<file path="config.mk">
export PLATFORM = sky130hd
export DESIGN_NAME = blk_sig_check
export DESIGN_NICKNAME = d
export VERILOG_FILES = /design/src/rtl/sigchk_pkg.sv /design/src/rtl/sigchk_ctrl.sv /design/src/rtl/sigchk_shreg.sv /design/src/rtl/sigchk_result.sv /design/src/rtl/blk_sig_check.sv
export SDC_FILE = /design/constraint.sdc
export NUM_CORES = 1
export LEC_CHECK = 0
export ABC_CLOCK_PERIOD_IN_PS = 2000
export BUFFER_PORTS_ARGS = -buffer_cell sky130_fd_sc_hd__buf_2
export CORE_ASPECT_RATIO = 1.5
export CORE_MARGIN = 1.5
export CORE_UTILIZATION = 50
export CTS_CLUSTER_DIAMETER = 100
export CTS_CLUSTER_SIZE = 40
export DETAILED_ROUTE_END_ITERATION = 10
export PLACE_DENSITY = 0.85
export RECOVER_POWER = 50
export SETUP_SLACK_MARGIN = 0.05
export SYNTH_ARGS = -nofsm -noshare
export SYNTH_HDL_FRONTEND = slang
export SYNTH_HIERARCHICAL = 1
export SYNTH_SLANG_ARGS = --single-unit
</file>
<file path="constraint.sdc">
create_clock -name clk -period 2 [get_ports clk]
set_input_delay 0.1 -clock clk [delete_from_list [all_inputs] [get_ports clk]]
set_output_delay 0.1 -clock clk [all_outputs]
set_load 0.03 [all_outputs]
</file>
<file path="src/rtl/sigchk_pkg.sv">
package sigchk_pkg;
  localparam int unsigned DEF_W = 16;
  localparam logic [DEF_W-1:0] DEF_POLY = 16'h0805;

  typedef enum logic [1:0] {
    PH_IDLE    = 2'd0,
    PH_COLLECT = 2'd1,
    PH_AWAIT   = 2'd2
  } phase_e;
endpackage

</file>
<file path="src/rtl/sigchk_ctrl.sv">
module sigchk_ctrl
  import sigchk_pkg::*;
#(
  parameter int unsigned LEN_W = 12
) (
  input  logic             clk,
  input  logic             rst_n,
  input  logic             start_i,
  input  logic [LEN_W-1:0] len_i,
  input  logic             accept_i,
  input  logic             ref_fire_i,
  output logic             word_ready_o,
  output logic             cmp_ready_o
);
  localparam logic [LEN_W-1:0] ONE = LEN_W'(1);

  phase_e           phase_q;
  logic [LEN_W-1:0] count_q;
  logic [LEN_W-1:0] len_q;
  logic [LEN_W-1:0] count_inc;

  assign count_inc = count_q + ONE;

  always_ff @(posedge clk or negedge rst_n) begin
    if (!rst_n) begin
      phase_q <= PH_IDLE;
      count_q <= '0;
      len_q   <= '0;
    end else if (start_i) begin
      count_q <= '0;
      len_q   <= len_i;
      phase_q <= (len_i == '0) ? PH_AWAIT : PH_COLLECT;
    end else begin
      unique case (phase_q)
        PH_COLLECT: begin
          if (accept_i) begin
            count_q <= count_inc;
            if (count_inc == len_q) phase_q <= PH_AWAIT;
          end
        end
        PH_AWAIT: begin
          if (ref_fire_i) phase_q <= PH_IDLE;
        end
        default: phase_q <= PH_IDLE;
      endcase
    end
  end

  assign word_ready_o = (phase_q == PH_COLLECT);
  assign cmp_ready_o  = (phase_q == PH_AWAIT);
endmodule

</file>
<file path="src/rtl/sigchk_shreg.sv">
module sigchk_shreg #(
  parameter int unsigned    W    = 16,
  parameter logic [W-1:0]   POLY = 16'h0805
) (
  input  logic         clk,
  input  logic         rst_n,
  input  logic         start_i,
  input  logic [W-1:0] seed_addr_i,
  input  logic         erase_mode_i,
  input  logic         accept_i,
  input  logic [W-1:0] word_i,
  output logic [W-1:0] sig_o
);
  localparam logic [W-1:0] SEED_OFS  = W'(2);
  localparam logic [W-1:0] BLANK_WRD = '1;

  logic [W-1:0] sig_q;
  logic         erase_q;
  logic [W-1:0] mixed;
  logic [W-1:0] stepped;
  logic [W-1:0] operand;

  always_comb begin
    mixed = sig_q ^ POLY;
    if (sig_q[W-1]) stepped = {mixed[W-2:0], 1'b1};
    else            stepped = {sig_q[W-2:0], 1'b0};
    operand = erase_q ? BLANK_WRD : word_i;
  end

  always_ff @(posedge clk or negedge rst_n) begin
    if (!rst_n) begin
      sig_q   <= '0;
      erase_q <= 1'b0;
    end else if (start_i) begin
      sig_q   <= seed_addr_i - SEED_OFS;
      erase_q <= erase_mode_i;
    end else if (accept_i) begin
      sig_q   <= stepped ^ operand;
    end
  end

  assign sig_o = sig_q;
endmodule

</file>
<file path="src/rtl/sigchk_result.sv">
module sigchk_result #(
  parameter int unsigned W = 16
) (
  input  logic         clk,
  input  logic         rst_n,
  input  logic         start_i,
  input  logic         ref_fire_i,
  input  logic [W-1:0] ref_sig_i,
  input  logic [W-1:0] sig_i,
  output logic         done_o,
  output logic         match_o
);
  always_ff @(posedge clk or negedge rst_n) begin
    if (!rst_n) begin
      done_o  <= 1'b0;
      match_o <= 1'b0;
    end else if (start_i) begin
      done_o  <= 1'b0;
      match_o <= 1'b0;
    end else begin
      done_o <= ref_fire_i;
      if (ref_fire_i) match_o <= (ref_sig_i == sig_i);
    end
  end
endmodule

</file>
<file path="src/rtl/blk_sig_check.sv">
module blk_sig_check
  import sigchk_pkg::*;
#(
  parameter int unsigned  W     = DEF_W,
  parameter logic [W-1:0] POLY  = DEF_POLY,
  parameter int unsigned  LEN_W = 12
) (
  input  logic             clk,
  input  logic             rst_n,
  input  logic             start_i,
  input  logic [W-1:0]     seed_addr_i,
  input  logic [LEN_W-1:0] len_i,
  input  logic             erase_mode_i,
  input  logic             word_valid_i,
  output logic             word_ready_o,
  input  logic [W-1:0]     word_data_i,
  input  logic             ref_valid_i,
  input  logic [W-1:0]     ref_sig_i,
  output logic             ready_cmp_o,
  output logic             done_o,
  output logic             match_o,
  output logic [W-1:0]     sig_o
);
  logic accept;
  logic ref_fire;

  assign accept   = word_valid_i & word_ready_o;
  assign ref_fire = ref_valid_i & ready_cmp_o;

  sigchk_ctrl #(.LEN_W(LEN_W)) u_ctrl (
    .clk         (clk),
    .rst_n       (rst_n),
    .start_i     (start_i),
    .len_i       (len_i),
    .accept_i    (accept),
    .ref_fire_i  (ref_fire),
    .word_ready_o(word_ready_o),
    .cmp_ready_o (ready_cmp_o)
  );

  sigchk_shreg #(.W(W), .POLY(POLY)) u_shreg (
    .clk         (clk),
    .rst_n       (rst_n),
    .start_i     (start_i),
    .seed_addr_i (seed_addr_i),
    .erase_mode_i(erase_mode_i),
    .accept_i    (accept),
    .word_i      (word_data_i),
    .sig_o       (sig_o)
  );

  sigchk_result #(.W(W)) u_result (
    .clk       (clk),
    .rst_n     (rst_n),
    .start_i   (start_i),
    .ref_fire_i(ref_fire),
    .ref_sig_i (ref_sig_i),
    .sig_i     (sig_o),
    .done_o    (done_o),
    .match_o   (match_o)
  );
endmodule

</file>
==> results of run 1 <==
## timing repair
item                       in CTS  in global routing
hold endpoints to repair       26                  0
gates resized for setup         0                  1
hold buffers                    1                  0
setup endpoints to repair       0                  1
## kinds of logic (layout without fill, tap and decap cells)
kind of cell / after synthesis / count (layout) / share of synthesized area
flip-flops: 45 / 45 / 0.364
AO/OA/AOI/OAI: 61 / 61 / 0.128
buffers and inverters: 22 / 105 / 0.0405
AND/OR/NAND/NOR: 114 / 114 / 0.226
adder cells (fa/ha/maj): 3 / 3 / 0.0121
multiplexers: 16 / 16 / 0.0571
XOR/XNOR: 61 / 61 / 0.173
## worst paths after layout
path | slack [ns] | endpoint | cells after the start | from
max in group asynchronous | 0.76 | u_ctrl/len_q[0]$_DFFE_PN0P_ | 3 | rst_n
setup / recovery | 0.19 | u_ctrl/count_q[3]$_DFFE_PN0P_ | 5 | u_ctrl/phase_q[1]$_DFFE_PN0P_
setup reg to reg | 0.19 | u_ctrl/count_q[3]$_DFFE_PN0P_ | 5 | u_ctrl/phase_q[1]$_DFFE_PN0P_
hold / removal | 0.04 | u_shreg/erase_q$_DFFE_PN0P_ | 2 | erase_mode_i
hold reg to reg | 0.52 | u_result/match_o$_DFFE_PN0P_ | 2 | u_result/match_o$_DFFE_PN0P_
min in group asynchronous | 0.35 | u_ctrl/len_q[6]$_DFFE_PN0P_ | 2 | rst_n
## layout make-up
type	instances	area [um^2]	area share
Inverter	4	15.0	0.00411
Timing Repair Buffer	94	490	0.134
Tap cell	72	90.1	0.0247
Multi-Input combinational cell	255	1840	0.504
Sequential cell	45	1130	0.309
Clock buffer	7	86.3	0.0236
## power by group through the flow
stage | Sequential (mW) | Clock [mW] | Combinational (mW)
2_1_floorplan | 1.15 | 0 | 0.328
3_3_place_gp | 1.10 | 0 | 0.599
3_5_place_dp | 1.10 | 0 | 0.614
4_1_cts | 1.08 | 0.591 | 0.618
5_1_grt | 1.10 | 0.637 | 0.663
6_report | 1.08 | 0.577 | 0.610
## stage by stage
stage	util	hold WS (ns)	instance area [um^2]
detailed placement	0.608	0.155	3570
CTS	0.625	0.0262	3670
global placement	0.608	0.146	3570
global route	0.622	0.0269	3650
floorplan	-	-0.196	3090
finish	0.622	0.0363	3650
## synth_stat cells, drive strengths merged
cell,number
dfrtp,45
nand4,6
or3,17
nand4b,4
nand3b,3
a21boi,1
a31oi,1
o2bb2ai,1
ha,3
a311oi,11
o221a,1
mux2i,3
xnor2,23
and2,2
xor2,38
nand3,11
nor3,10
nor2,19
clkbuf,8
o41ai,1
and4,2
dlygate4sd1,1
and3,2
inv,4
o22ai,1
and2b,1
buf,9
nor2b,14
a211oi,3
nor4,7
a21oi,17
o21ai,21
mux2,13
nor3b,3
a21o,2
nand2,12
o2111ai,1
or4,1
## metal layers
metal	vias up	wire, um
li1	1320	-
met1	1321	2870
met2	128	4160
met3	25	406
met4	0	214
met5	-	0
## sequential cells by signal (all words and copies together) (netlist names)
| register | count |
|---|---|
| u_ctrl/phase_q | 2 |
| u_shreg/sig_o | 16 |
| u_ctrl/len_q | 12 |
| u_ctrl/count_q | 12 |
| u_result/done_o | 1 |
| u_shreg/erase_q | 1 |
| u_result/match_o | 1 |
==> results.md, run 1 <==
* Yosys top cell area share at 0.364
* Postcts setup bufs at 0
* Number of vias after detailed routing at roughly 2800
* Routability Congestion at 0.951
* Reg clk slew, reported paths at roughly 0.080 ns
* Final Hold Viols at 0
* Buffer and inverter count on the worst path at 0
* Sink Count at 45
* CP required at 2.19 ns
* RSZ-0062 raised after global routing: false
* Avg Inst Size Synth at around 9.6 um^2
* Vias in the first global route at around 2700
* Sw frac at 0.329
* Sw power at approximately 0.75 mW
* Max clock buf depth at 2
* Syn_nets at approximately 390
* GRT Util Overall at 0.243
* GR Layer Usage met1 at 0.275
* Status: finished clean
* Synth top area cells: dfrtp_1 36%, xor2_1 11%, xnor2_1 6.5%
* Fraction of layout cells with a size suffix above 1 at 0.301
* Synth Register Bits at 45
* Buffers on Ports at 85
* Commonest non-fill, non-tap cell in the layout: buf_2
* # setup viols final at 0
* Crit path arrival time at roughly 2 ns
* Worst-margin pin slew at 1.45 ns
* TritonCTS clock tree: done
* Die width at around 67 um
* Drt initial violations at between 100 and 150
* Commonest cells after routing, fill and taps aside: 77 x buf_2, 44 x dfrtp_1, 38 x xor2_1
* Delay of the slowest critical-path stage at between 0.5 and 0.6 ns
* Leakage Power at between 1.5 and 2 nW
* Hold Crit Class: input pin to flip-flop
* Int Pwr at roughly 1.5 mW
* Crit path time final at approximately 1.8 ns
* Cell variety after synth at slightly above 50
* Core Region at between 5000 and 6000 um^2
* Full die area at 6670 um^2
* Gate Count Post-Synth at 322
* Detail Route Antenna Nets at 0
* DP Cell Count at roughly 470
* Fmax at around 0.55 GHz
* I/O pins at between 80 and 90
* Top delay family on crit path: simple AND/OR/NAND/NOR gates
* Final period utilization at 0.904
* Worst setup EP type: flip-flop
* Max_slew headroom at 0.0364
* Total CTS buffers at 5
* Final WS setup at about 0.19 ns
* Maxcap violations at 0
* Final non-filler cell total at 477
* Routed vias/inst at just under 6
* Flop pwr share at 0.477
* Peak VDD IR at between 0.3 and 0.4 mV
* Critical path class: flip-flop to flip-flop
* Worst Skew at between 0.003 and 0.004 ns
* CTS root buffer: clkbuf_8
* Grt met3 use at 0.0351
* Initial antenna violation count at 0
* Final HPWL DP at approximately 5.9 mm
* Overflow after GRT at 0
* Area Growth Syn to Fin at 18.1%
* Type of origin of the critical path: flip-flop
* Final wirelength at roughly 7.7 mm
* Power Density at 622 nW/um^2
* Total power at approximately 2.3 mW
* Most Used Layer, Global Route: met2
* Placement Setup Slack at about 0.18 ns
* Comb power frac at 0.269
* Critical Path Fanout Max at 16
* Drt pass-1 iters at 4
* Clock power frac at 0.254
* DRC viols at 0
* Worst skew pair latency at around 0.29 ns
* Starting density of the core at 0.526
* DR WL/cell at 16.0 um
* Synth Cell Area at a little over 3000 um^2
* Chip Height at about 100 um
* Worst path cell trace: nor2b_2, and2_1, nand2_1, or3_2, a21oi_1
* Met2 usage at 0.442
* Crit-path slowest cell: or3_2
* Largest net degree at the start of global routing at 36
* Fillers at between 500 and 600
* Core Rows at 34
* H-tree Lvls at 2
* Setup_tns at 0 ns
* Nets at 474
* Antenna cells at 0
* Most area-hungry cell type in the Yosys netlist: dfrtp_1
* Seq/Total Area, Yosys at 0.364
* Yosys Warn Count at 6
* Max Slew Vio Count at 0
* First-pass GRT wire length at roughly 13 mm
No activity file was read; power rests on OpenSTA's default activity.
==> inputs of run 2 (changes only) <==
--- a/config.mk
+++ b/config.mk
@@ -5,15 +5,17 @@
 export SDC_FILE = /design/constraint.sdc
 export NUM_CORES = 1
 export LEC_CHECK = 0
-export ABC_CLOCK_PERIOD_IN_PS = 2000
+export ABC_CLOCK_PERIOD_IN_PS = 2230
 export BUFFER_PORTS_ARGS = -buffer_cell sky130_fd_sc_hd__buf_2
+export CELL_PAD_IN_SITES_DETAIL_PLACEMENT = 0
+export CELL_PAD_IN_SITES_GLOBAL_PLACEMENT = 1
 export CORE_ASPECT_RATIO = 1.5
 export CORE_MARGIN = 1.5
-export CORE_UTILIZATION = 50
+export CORE_UTILIZATION = 43
 export CTS_CLUSTER_DIAMETER = 100
 export CTS_CLUSTER_SIZE = 40
 export DETAILED_ROUTE_END_ITERATION = 10
-export PLACE_DENSITY = 0.85
+export PLACE_DENSITY = 0.94
 export RECOVER_POWER = 50
 export SETUP_SLACK_MARGIN = 0.05
 export SYNTH_ARGS = -nofsm -noshare
==> constraint.sdc (replaced) <==
create_clock -name clk -period 2.23 [get_ports clk]
set_input_delay 0.1115 -clock clk [delete_from_list [all_inputs] [get_ports clk]]
set_output_delay 0.1115 -clock clk [all_outputs]
set_load 0.03 [all_outputs]
==> results.md, run 2 (synthesized netlist as in run 1, its figures left out) <==
* Status: finished clean
* Routed vias/inst at between 5 and 6
* Drt pass-1 iters at 4
* Core Region at between 6000 and 7000 um^2
* Sink Count at 45
* Final WS setup at about 0.43 ns
* RSZ-0062 raised after global routing: false
* Critical Path Fanout Max at 9
* Core Rows at 37
* Hold-fix buffers at CTS at 1
* Post-cts resize count at 0
* Delay of the slowest critical-path stage at around 0.52 ns
* Leakage Power at between 1.5 and 2 nW
* Total CTS buffers at 5
* Initial antenna violation count at 0
* Area Growth Syn to Fin at 18.3%
* Nets at 472
* Fmax at roughly 0.56 GHz
* Setup_tns at 0 ns
* Max clock buf depth at 2
* Worst Skew at 0.00605 ns
* Worst path cell trace: nand3_2, or3_1, a211oi_2, nand4_1, o221a_1
* Max reg flops at 16
* Crit path arrival time at 2.00 ns
* Worst skew pair latency at 0.30 ns
* Commonest non-fill, non-tap cell in the layout: buf_2
* Buffers on Ports at 85
* Final wirelength at approximately 7.6 mm
* # setup viols final at 0
* Starting density of the core at 0.448
* Hold slack final at between 0.04 and 0.05 ns
* DRC viols at 0
* Die width at 72.2 um
* Hold Crit Class: input pin to flip-flop
* Antenna cells at 0
* Max Slew Vio Count at 0
* Final Hold Viols at 0
* Overflow after GRT at 0
* Type of origin of the critical path: flip-flop
* Placement Setup Slack at 0.436 ns
* CP required at between 2 and 2.5 ns
* Crit path time final at ~1.8 ns
* Number of vias after detailed routing at between 2000 and 3000
* Drt initial violations at between 100 and 150
* DR WL/cell at 15.8 um
* Peak VDD IR at ~0.28 mV
* Reg clk slew, reported paths at roughly 0.090 ns
* First-pass GRT wire length at between 10 and 15 mm
* Commonest cells after routing, fill and taps aside: 71 x buf_2, 45 x dfrtp_1, 38 x xor2_1
* Full die area at 7720 um^2
* Fillers at around 640
* Routability Congestion at ~0.86
* Vias in the first global route at around 2700
* Chip Height at between 100 and 150 um
* GRT Util Overall at 0.207
* Largest net degree at the start of global routing at 33
* Final period utilization at 0.806
* Fraction of layout cells with a size suffix above 1 at 0.285
* I/O pins at 86
* Detail Route Antenna Nets at 0
* Max_slew headroom at 0.224
* Worst-margin pin slew at 1.16 ns
* CTS root buffer: clkbuf_8
* Worst setup EP type: flip-flop
* Crit-path slowest cell: dfrtp_1
* Postcts setup bufs at 0
* H-tree Lvls at 2
* Power Density at ~590 nW/um^2
* Final HPWL DP at around 5.9 mm
* Maxcap violations at 0
* Final core area utilization at 0.530
* Critical path class: flip-flop to flip-flop
* TritonCTS clock tree: done
==> run 2: metal layers <==
metal	share of wire	GRT usage	wire length, um	vias up
met2	0.55	0.396	4200	90
li1	-	-	-	1313
met4	0.018	0.0606	134	0
met5	0	0	0	-
met1	0.38	0.227	2920	1278
met3	0.047	0.0376	361	11
==> run 2: path summary, 6_finish.rpt <==
| kind | endpoint | startpoint | cells past startpoint | slack [ns] |
|---|---|---|---|---|
| worst min register to register | u_ctrl/phase_q[1]$_DFFE_PN0P_ | u_ctrl/phase_q[1]$_DFFE_PN0P_ | 1 | 0.49 |
| worst min-delay path | u_ctrl/len_q[4]$_DFFE_PN0P_ | len_i[4] | 2 | 0.05 |
| max in group asynchronous | u_ctrl/count_q[10]$_DFFE_PN0P_ | rst_n | 3 | 0.59 |
| worst max register to register | u_ctrl/phase_q[0]$_DFFE_PN0P_ | u_ctrl/count_q[2]$_DFFE_PN0P_ | 5 | 0.43 |
| min in group asynchronous | u_ctrl/len_q[1]$_DFFE_PN0P_ | rst_n | 2 | 0.40 |
| worst max-delay path | u_ctrl/phase_q[0]$_DFFE_PN0P_ | u_ctrl/count_q[2]$_DFFE_PN0P_ | 5 | 0.43 |
==> run 2: worst max-delay path: cells and delay by family (launching register included) <==
kind	cells	cell delay, ns
AND/OR/NAND/NOR	3	0.72
flip-flops	1	0.52
AO/OA/AOI/OAI	2	0.45
==> run 2: layout make-up <==
cell class	count	area [um^2]	area share
Multi-Input combinational cell	255	1840	0.503
Tap cell	78	97.6	0.0267
Sequential cell	45	1130	0.308
Inverter	4	15.0	0.00411
Timing Repair Buffer	92	460	0.126
Clock buffer	7	86.3	0.0236
Clock inverter	1	30.0	0.00822
==> run 2: report_power, final <==
group          switching, mW  internal, mW  total (mW)  leakage (nW)
sequential            0.0937         0.879       0.973         0.554
clock                  0.283         0.366       0.649        0.0585
combinational          0.296         0.234       0.530         0.910
==> run 2: per-stage QoR <==
stage | power (mW) | area (um^2) | instances
3_3_place_gp | 1.52 | 3550 | 473
3_5_place_dp | 1.53 | 3550 | 473
4_1_cts | 2.18 | 3670 | 482
5_1_grt | 2.26 | 3650 | 482
6_report | 2.15 | 3650 | 482
2_1_floorplan | 1.32 | 3090 | 322
